### src/rtl/da_inner_pkg.sv
package da_inner_pkg;
  typedef enum logic [1:0] {ST_IDLE, ST_RUN, ST_FIN} eng_state_t;
endpackage

### src/rtl/da_subset_table.sv
module da_subset_table #(
  parameter int DW = 8,
  parameter int TW = DW + 2
) (
  input  logic              clk,
  input  logic              rst_n,
  input  logic              shift_en,
  input  logic [DW-1:0]     sample_in,
  output logic [16*TW-1:0]  tbl_o
);
  logic [TW-1:0] tbl_q [16];
  logic [TW-1:0] add_w [8];
  logic [TW-1:0] ext_w;

  assign ext_w    = {{(TW-DW){sample_in[DW-1]}}, sample_in};
  assign add_w[0] = ext_w;

  // seven adders: subsets that contain the newest sample
  for (genvar g = 1; g < 8; g++) begin : g_add
    assign add_w[g] = tbl_q[g] + ext_w;
  end

  always_ff @(posedge clk) begin
    if (!rst_n) begin
      for (int i = 0; i < 16; i++) tbl_q[i] <= '0;
    end else if (shift_en) begin
      for (int m = 0; m < 8; m++) begin
        tbl_q[2*m]   <= tbl_q[m];
        tbl_q[2*m+1] <= add_w[m];
      end
    end
  end

  for (genvar g = 0; g < 16; g++) begin : g_flat
    assign tbl_o[g*TW +: TW] = tbl_q[g];
  end


  newest_entry_chk: assert property (@(posedge clk) disable iff (!rst_n)
    shift_en |=> tbl_q[1] == $past(ext_w));

  age_shift_chk: assert property (@(posedge clk) disable iff (!rst_n)
    shift_en |=> tbl_q[2] == $past(tbl_q[1]));
endmodule

### src/rtl/da_slice_mux.sv
module da_slice_mux #(
  parameter int TW = 10
) (
  input  logic [16*TW-1:0] tbl_i,
  input  logic [3:0]       sel,
  output logic [TW-1:0]    entry_o
);
  always_comb entry_o = tbl_i[int'(sel)*TW +: TW];
endmodule

### src/rtl/da_csa_accum.sv
module da_csa_accum #(
  parameter int TW = 10,
  parameter int WW = 8,
  parameter int HW = 11,
  localparam int AW = HW + WW
) (
  input  logic          clk,
  input  logic          rst_n,
  input  logic          clr,
  input  logic          step,
  input  logic          msb,
  input  logic [TW-1:0] entry,
  output logic [HW-1:0] sum_o,
  output logic [HW-1:0] carry_o,
  output logic [WW-1:0] low_o
);
  logic [AW-1:0] s_q, c_q, ent_x, sh_s, sh_c, ns, nc;
  logic [WW-1:0] low_q;

  function automatic logic [2*AW-1:0] csa3(logic [AW-1:0] a, logic [AW-1:0] b,
                                           logic [AW-1:0] e);
    logic [AW-1:0] s, c;
    s = a ^ b ^ e;
    c = ((a & b) | (a & e) | (b & e)) << 1;
    return {c, s};
  endfunction

  always_comb begin
    ent_x = {{(AW-TW){entry[TW-1]}}, entry};
    if (msb) ent_x = ~ent_x;
    sh_s = {s_q[AW-1], s_q[AW-1:1]};
    sh_c = {c_q[AW-1], c_q[AW-1:1]};
    {nc, ns} = csa3(sh_s, sh_c, ent_x);
  end

  always_ff @(posedge clk) begin
    if (!rst_n || clr) begin
      s_q <= '0; c_q <= '0; low_q <= '0;
    end else if (step) begin
      s_q   <= ns;
      c_q   <= nc;
      low_q <= {s_q[0], low_q[WW-1:1]};
    end
  end

  assign sum_o   = s_q[HW-1:0];
  assign carry_o = c_q[HW-1:0];
  assign low_o   = low_q;


  cleared_acc_chk: assert property (@(posedge clk) disable iff (!rst_n)
    clr |=> (s_q == '0 && c_q == '0 && low_q == '0));
endmodule

### src/rtl/da_inner_engine.sv
module da_inner_engine #(
  parameter int DW = 8,
  parameter int WW = 8,
  localparam int TW = DW + 2,
  localparam int HW = DW + 3,
  localparam int YW = DW + WW + 2,
  localparam int CW = $clog2(WW)
) (
  input  logic            clk,
  input  logic            rst_n,
  input  logic            sample_vld,
  input  logic [DW-1:0]   sample_in,
  input  logic            start,
  input  logic [4*WW-1:0] weights,
  input  logic [YW-1:0]   desired,
  output logic            busy,
  output logic            done,
  output logic            y_valid,
  output logic [YW-1:0]   y_out,
  output logic [YW:0]     err_out
);
  import da_inner_pkg::*;

  eng_state_t      state_q;
  logic [CW-1:0]   cnt_q;
  logic [4*WW-1:0] w_q;
  logic [YW-1:0]   d_q;
  logic [16*TW-1:0] tbl_w;
  logic [3:0]      sel_w;
  logic [TW-1:0]   entry_w;
  logic [HW-1:0]   sum_w, carry_w, high_w;
  logic [WW-1:0]   low_w;
  logic [YW-1:0]   y_w;
  logic            accept_w, step_w, msb_w, last_w;

  assign accept_w = (state_q == ST_IDLE) && start;
  assign step_w   = (state_q == ST_RUN);
  assign last_w   = (cnt_q == CW'(WW-1));
  assign msb_w    = last_w;
  assign busy     = (state_q != ST_IDLE);

  for (genvar k = 0; k < 4; k++) begin : g_slice
    assign sel_w[k] = w_q[k*WW + int'(cnt_q)];
  end

  da_subset_table #(.DW(DW), .TW(TW)) u_table (
    .clk(clk), .rst_n(rst_n), .shift_en(sample_vld),
    .sample_in(sample_in), .tbl_o(tbl_w));

  da_slice_mux #(.TW(TW)) u_mux (.tbl_i(tbl_w), .sel(sel_w), .entry_o(entry_w));

  da_csa_accum #(.TW(TW), .WW(WW), .HW(HW)) u_acc (
    .clk(clk), .rst_n(rst_n), .clr(accept_w), .step(step_w), .msb(msb_w),
    .entry(entry_w), .sum_o(sum_w), .carry_o(carry_w), .low_o(low_w));

  // final add with forced carry-in completes the sign-slice subtraction
  assign high_w = sum_w + carry_w + HW'(1);
  assign y_w    = {high_w, low_w[WW-1:1]};

  always_ff @(posedge clk) begin
    if (!rst_n) begin
      state_q <= ST_IDLE; cnt_q <= '0; w_q <= '0; d_q <= '0;
      done <= 1'b0; y_valid <= 1'b0; y_out <= '0; err_out <= '0;
    end else begin
      done <= 1'b0;
      case (state_q)
        ST_IDLE: if (start) begin
          state_q <= ST_RUN; cnt_q <= '0; w_q <= weights; d_q <= desired;
          y_valid <= 1'b0;
        end
        ST_RUN: begin
          if (last_w) state_q <= ST_FIN;
          else        cnt_q   <= cnt_q + CW'(1);
        end
        ST_FIN: begin
          state_q <= ST_IDLE;
          y_out   <= y_w;
          err_out <= {d_q[YW-1], d_q} - {y_w[YW-1], y_w};
          done    <= 1'b1;
          y_valid <= 1'b1;
        end
        default: state_q <= ST_IDLE;
      endcase
    end
  end


  done_pulse_chk: assert property (@(posedge clk) disable iff (!rst_n)
    done |=> !done);

  valid_with_done_chk: assert property (@(posedge clk) disable iff (!rst_n)
    done |-> y_valid);

  fin_to_done_chk: assert property (@(posedge clk) disable iff (!rst_n)
    (state_q == ST_FIN) |=> done);

  busy_start_ignored_chk: assert property (@(posedge clk) disable iff (!rst_n)
    (busy && start) |=> ($stable(w_q) && $stable(d_q)));

  no_sample_while_busy_chk: assert property (@(posedge clk) disable iff (!rst_n)
    busy |-> !sample_vld);
endmodule

### config.mk
export PLATFORM = sky130hd
export DESIGN_NAME = da_inner_engine
export DESIGN_NICKNAME = d
export VERILOG_FILES = /design/src/rtl/da_inner_pkg.sv /design/src/rtl/da_subset_table.sv /design/src/rtl/da_slice_mux.sv /design/src/rtl/da_csa_accum.sv /design/src/rtl/da_inner_engine.sv
export SDC_FILE = /design/constraint.sdc
export NUM_CORES = 1
export LEC_CHECK = 0
export CAP_MARGIN = 10
export CELL_PAD_IN_SITES_DETAIL_PLACEMENT = 0
export CELL_PAD_IN_SITES_GLOBAL_PLACEMENT = 2
export CORE_UTILIZATION = 43
export DETAILED_ROUTE_END_ITERATION = 12
export DONT_BUFFER_PORTS = 1
export PLACE_DENSITY = 0.87
export SKIP_CTS_REPAIR_TIMING = 1
export SYNTH_ARGS = -nofsm -noshare
export SYNTH_HDL_FRONTEND = slang
export SYNTH_HIERARCHICAL = 1
export SYNTH_SLANG_ARGS = --single-unit
### constraint.sdc
create_clock -name clk -period 7.1 [get_ports clk]
set_input_delay 1.42 -clock clk [delete_from_list [all_inputs] [get_ports clk]]
set_output_delay 1.42 -clock clk [all_outputs]
set_load 0.01 [all_outputs]
==> results.tsv <==
metric	value	unit
worst_setup_path_end_kind	flip-flop	
power_density	246	nW/um2
grt_overflow_total	0	
flow.area_growth_from_synthesis	7.07	%
insertedDiodeCount	0	
worst-path-max-fanout	26	
irDropWorstVdd	0.200	mV
dp_hpwl	25900	um
yosys_warnings	6	
timing.rr.end	u_acc/s_q[16]	
crit_start	cnt_q[0]	
syn-cell-area	16400	um2
largest_net_degree_at_the_start_of_global_routing	178	
timing.max_slew.rel_slack	30.7	%
worstSetupPathType	reg2reg	
grt_util_all_layers	19.7	%
status	finished clean	
floorplan.die.height	197	um
crit-reg2reg-launch	cnt_q[0]	
hold_violations	0	
route.met3.wl	1780	um
drc	0	
cts.clk_slew.worst_paths	0.06	ns
die_x	197	um
final.period_utilization	59.1	%
vias_per_cell	5.40	
dr_total_vias	11000	
routed.top_layer	met4	
met1_length	16800	um
initial_antenna_violation_count	0	
core_area	37600	um2
dpl_cell_area	16500	um2
routed-wl-met2	17800	um
tritoncts	built	
drtPass1Iterations	5	
finalMaxSlewViolations	0	
final_antenna_net_count	0	
drt_iter0_drc	717	
hold_path_depth	2	
maxCapViolations	0	
reg2reg_depth	10	
setup.reg_to_reg.worst_slack	2.90	ns
global_placement_routability_congestion	0.786	
grt_pass1_wl	59900	um
finalClockSkew	0.0207	ns
critical_path.endpoint	u_acc/s_q[16]	
cp.arrival	4.63	ns
cts_max_path_buffers	3	
ioPinCount	102	
initial_utilization	43.6	%
htree_num_levels	2	
clock_insertion_delay_worst_skew	0.54	ns
drt-total-wl	37300	um
clkSinkCount	279	
worst_setup_path_start_kind	flip-flop	
first_global_vias	10800	
synth_cells	1560	
routedWlPerCell	18.3	um
hp-class	reg2reg	
setup_total_negative_slack	0	ns
timing.critical_path.required	7.53	ns
finish.net_count	1674	
die-area	38900	um2
cts-buffers-inserted	34	
core.rowCount	71	
clockRootBuffer	sky130_fd_sc_hd__clkbuf_16	
setup_viol	0	
postSynthAreaPerCell	10.5	um2
max_freq	238	MHz
worstMarginPinSlew	1.03	ns
design_area	17600	um2
period_minus_slack	4.20	ns
port_buffers	0	
layout-drive-gt1-share	11.4	%
power.leakage	6.73	nW
rsz0062_at_grt	no	
-- sequential cells by signal, summed over array words and instances, names as in the netlist --
register       flops
d_q               18
state_q            2
cnt_q              3
y_out             18
y_valid            1
w_q               32
u_table/tbl_q    142
u_acc/s_q         18
u_acc/low_o        7
done               1
err_out           19
u_acc/c_q         18
-- placed cells by master, fill, tap and decap left out, types with 6 or more instances in the layout --
cell type,instances
sky130_fd_sc_hd__nand2_1,193
sky130_fd_sc_hd__nand3_1,7
sky130_fd_sc_hd__dfxtp_1,137
sky130_fd_sc_hd__a211oi_2,32
sky130_fd_sc_hd__inv_1,81
sky130_fd_sc_hd__and3_1,42
sky130_fd_sc_hd__mux2i_1,12
sky130_fd_sc_hd__nand2b_1,20
sky130_fd_sc_hd__o21ai_0,51
sky130_fd_sc_hd__buf_4,14
sky130_fd_sc_hd__clkinv_1,6
sky130_fd_sc_hd__conb_1,11
sky130_fd_sc_hd__xor2_1,19
sky130_fd_sc_hd__ha_1,85
sky130_fd_sc_hd__o211a_1,9
sky130_fd_sc_hd__a21oi_1,55
sky130_fd_sc_hd__edfxtp_1,142
sky130_fd_sc_hd__nor3b_1,7
sky130_fd_sc_hd__nor2b_1,21
sky130_fd_sc_hd__and2_1,54
sky130_fd_sc_hd__clkinv_2,6
sky130_fd_sc_hd__a21o_1,13
sky130_fd_sc_hd__nor3_1,30
sky130_fd_sc_hd__a211oi_1,14
sky130_fd_sc_hd__o31a_1,6
sky130_fd_sc_hd__xnor2_1,33
sky130_fd_sc_hd__fa_1,27
sky130_fd_sc_hd__clkbuf_16,36
sky130_fd_sc_hd__o21a_1,22
sky130_fd_sc_hd__nor2_1,99
sky130_fd_sc_hd__mux4_2,48
sky130_fd_sc_hd__a22oi_1,22
sky130_fd_sc_hd__clkbuf_1,6
sky130_fd_sc_hd__a21boi_0,62
-- metal layers --
metal	up-vias	track usage, %
li1	5421	-
met1	5290	26.0
met2	214	33.0
met3	58	2.87
met4	0	6.89
met5	-	0
-- worst min path at each step --
stage | to | from | slack, ns
6_report | w_q[7] | w_q[7] | 0.46
5_1_grt | d_q[0] | d_q[0] | 0.48
4_1_cts | w_q[25] | w_q[25] | 0.46
3_5_place_dp | w_q[25] | w_q[25] | 0.46
3_3_place_gp | w_q[25] | w_q[25] | 0.45
2_1_floorplan | w_q[26] | w_q[26] | 0.44
-- area by class of cell --
type                       instances  area (um2)
clock inverter                    14        98.8
timing repair buffer              14         105
multi-input combinational       1088        8420
clock buffer                      46         978
sequential                       279        7010
fill                            3528       20000
inverter                          83         312
tap                              511         639
-- through the flow --
step                hold WS (ns)  power (mW)  util (%)  setup slack [ns]  std cells
detailed placement         0.456        2.68      43.9              2.84       1975
floorplan                  0.440        2.54         -              1.54       1569
finish                     0.461        4.33      46.7              2.90       2035
global placement           0.449        2.66      43.9              2.88       1975
global route               0.478        4.54      46.7              2.51       2035
CTS                        0.465        4.38      46.7              2.81       2035
-- power by group --
group	internal [mW]	switching, mW	total (mW)	leakage, nW
Sequential	1.82	0.0769	1.90	2.67
Combinational	0.335	0.415	0.750	3.52
Clock	1.00	0.678	1.68	0.536
Total	3.16	1.17	4.33	6.73
-- worst max-delay path, cell delays in order (launching register included) --
cell,delay [ns]
sky130_fd_sc_hd__dfxtp_1,0.71
sky130_fd_sc_hd__mux4_2,0.34
sky130_fd_sc_hd__mux2_2,0.55
sky130_fd_sc_hd__buf_4,0.53
sky130_fd_sc_hd__mux4_2,0.56
sky130_fd_sc_hd__a22oi_1,0.22
sky130_fd_sc_hd__nand2_1,0.10
sky130_fd_sc_hd__xnor2_1,0.14
sky130_fd_sc_hd__buf_4,0.23
sky130_fd_sc_hd__fa_1,0.45
sky130_fd_sc_hd__a211oi_2,0.22
No activity file was read; power rests on OpenSTA's default activity.
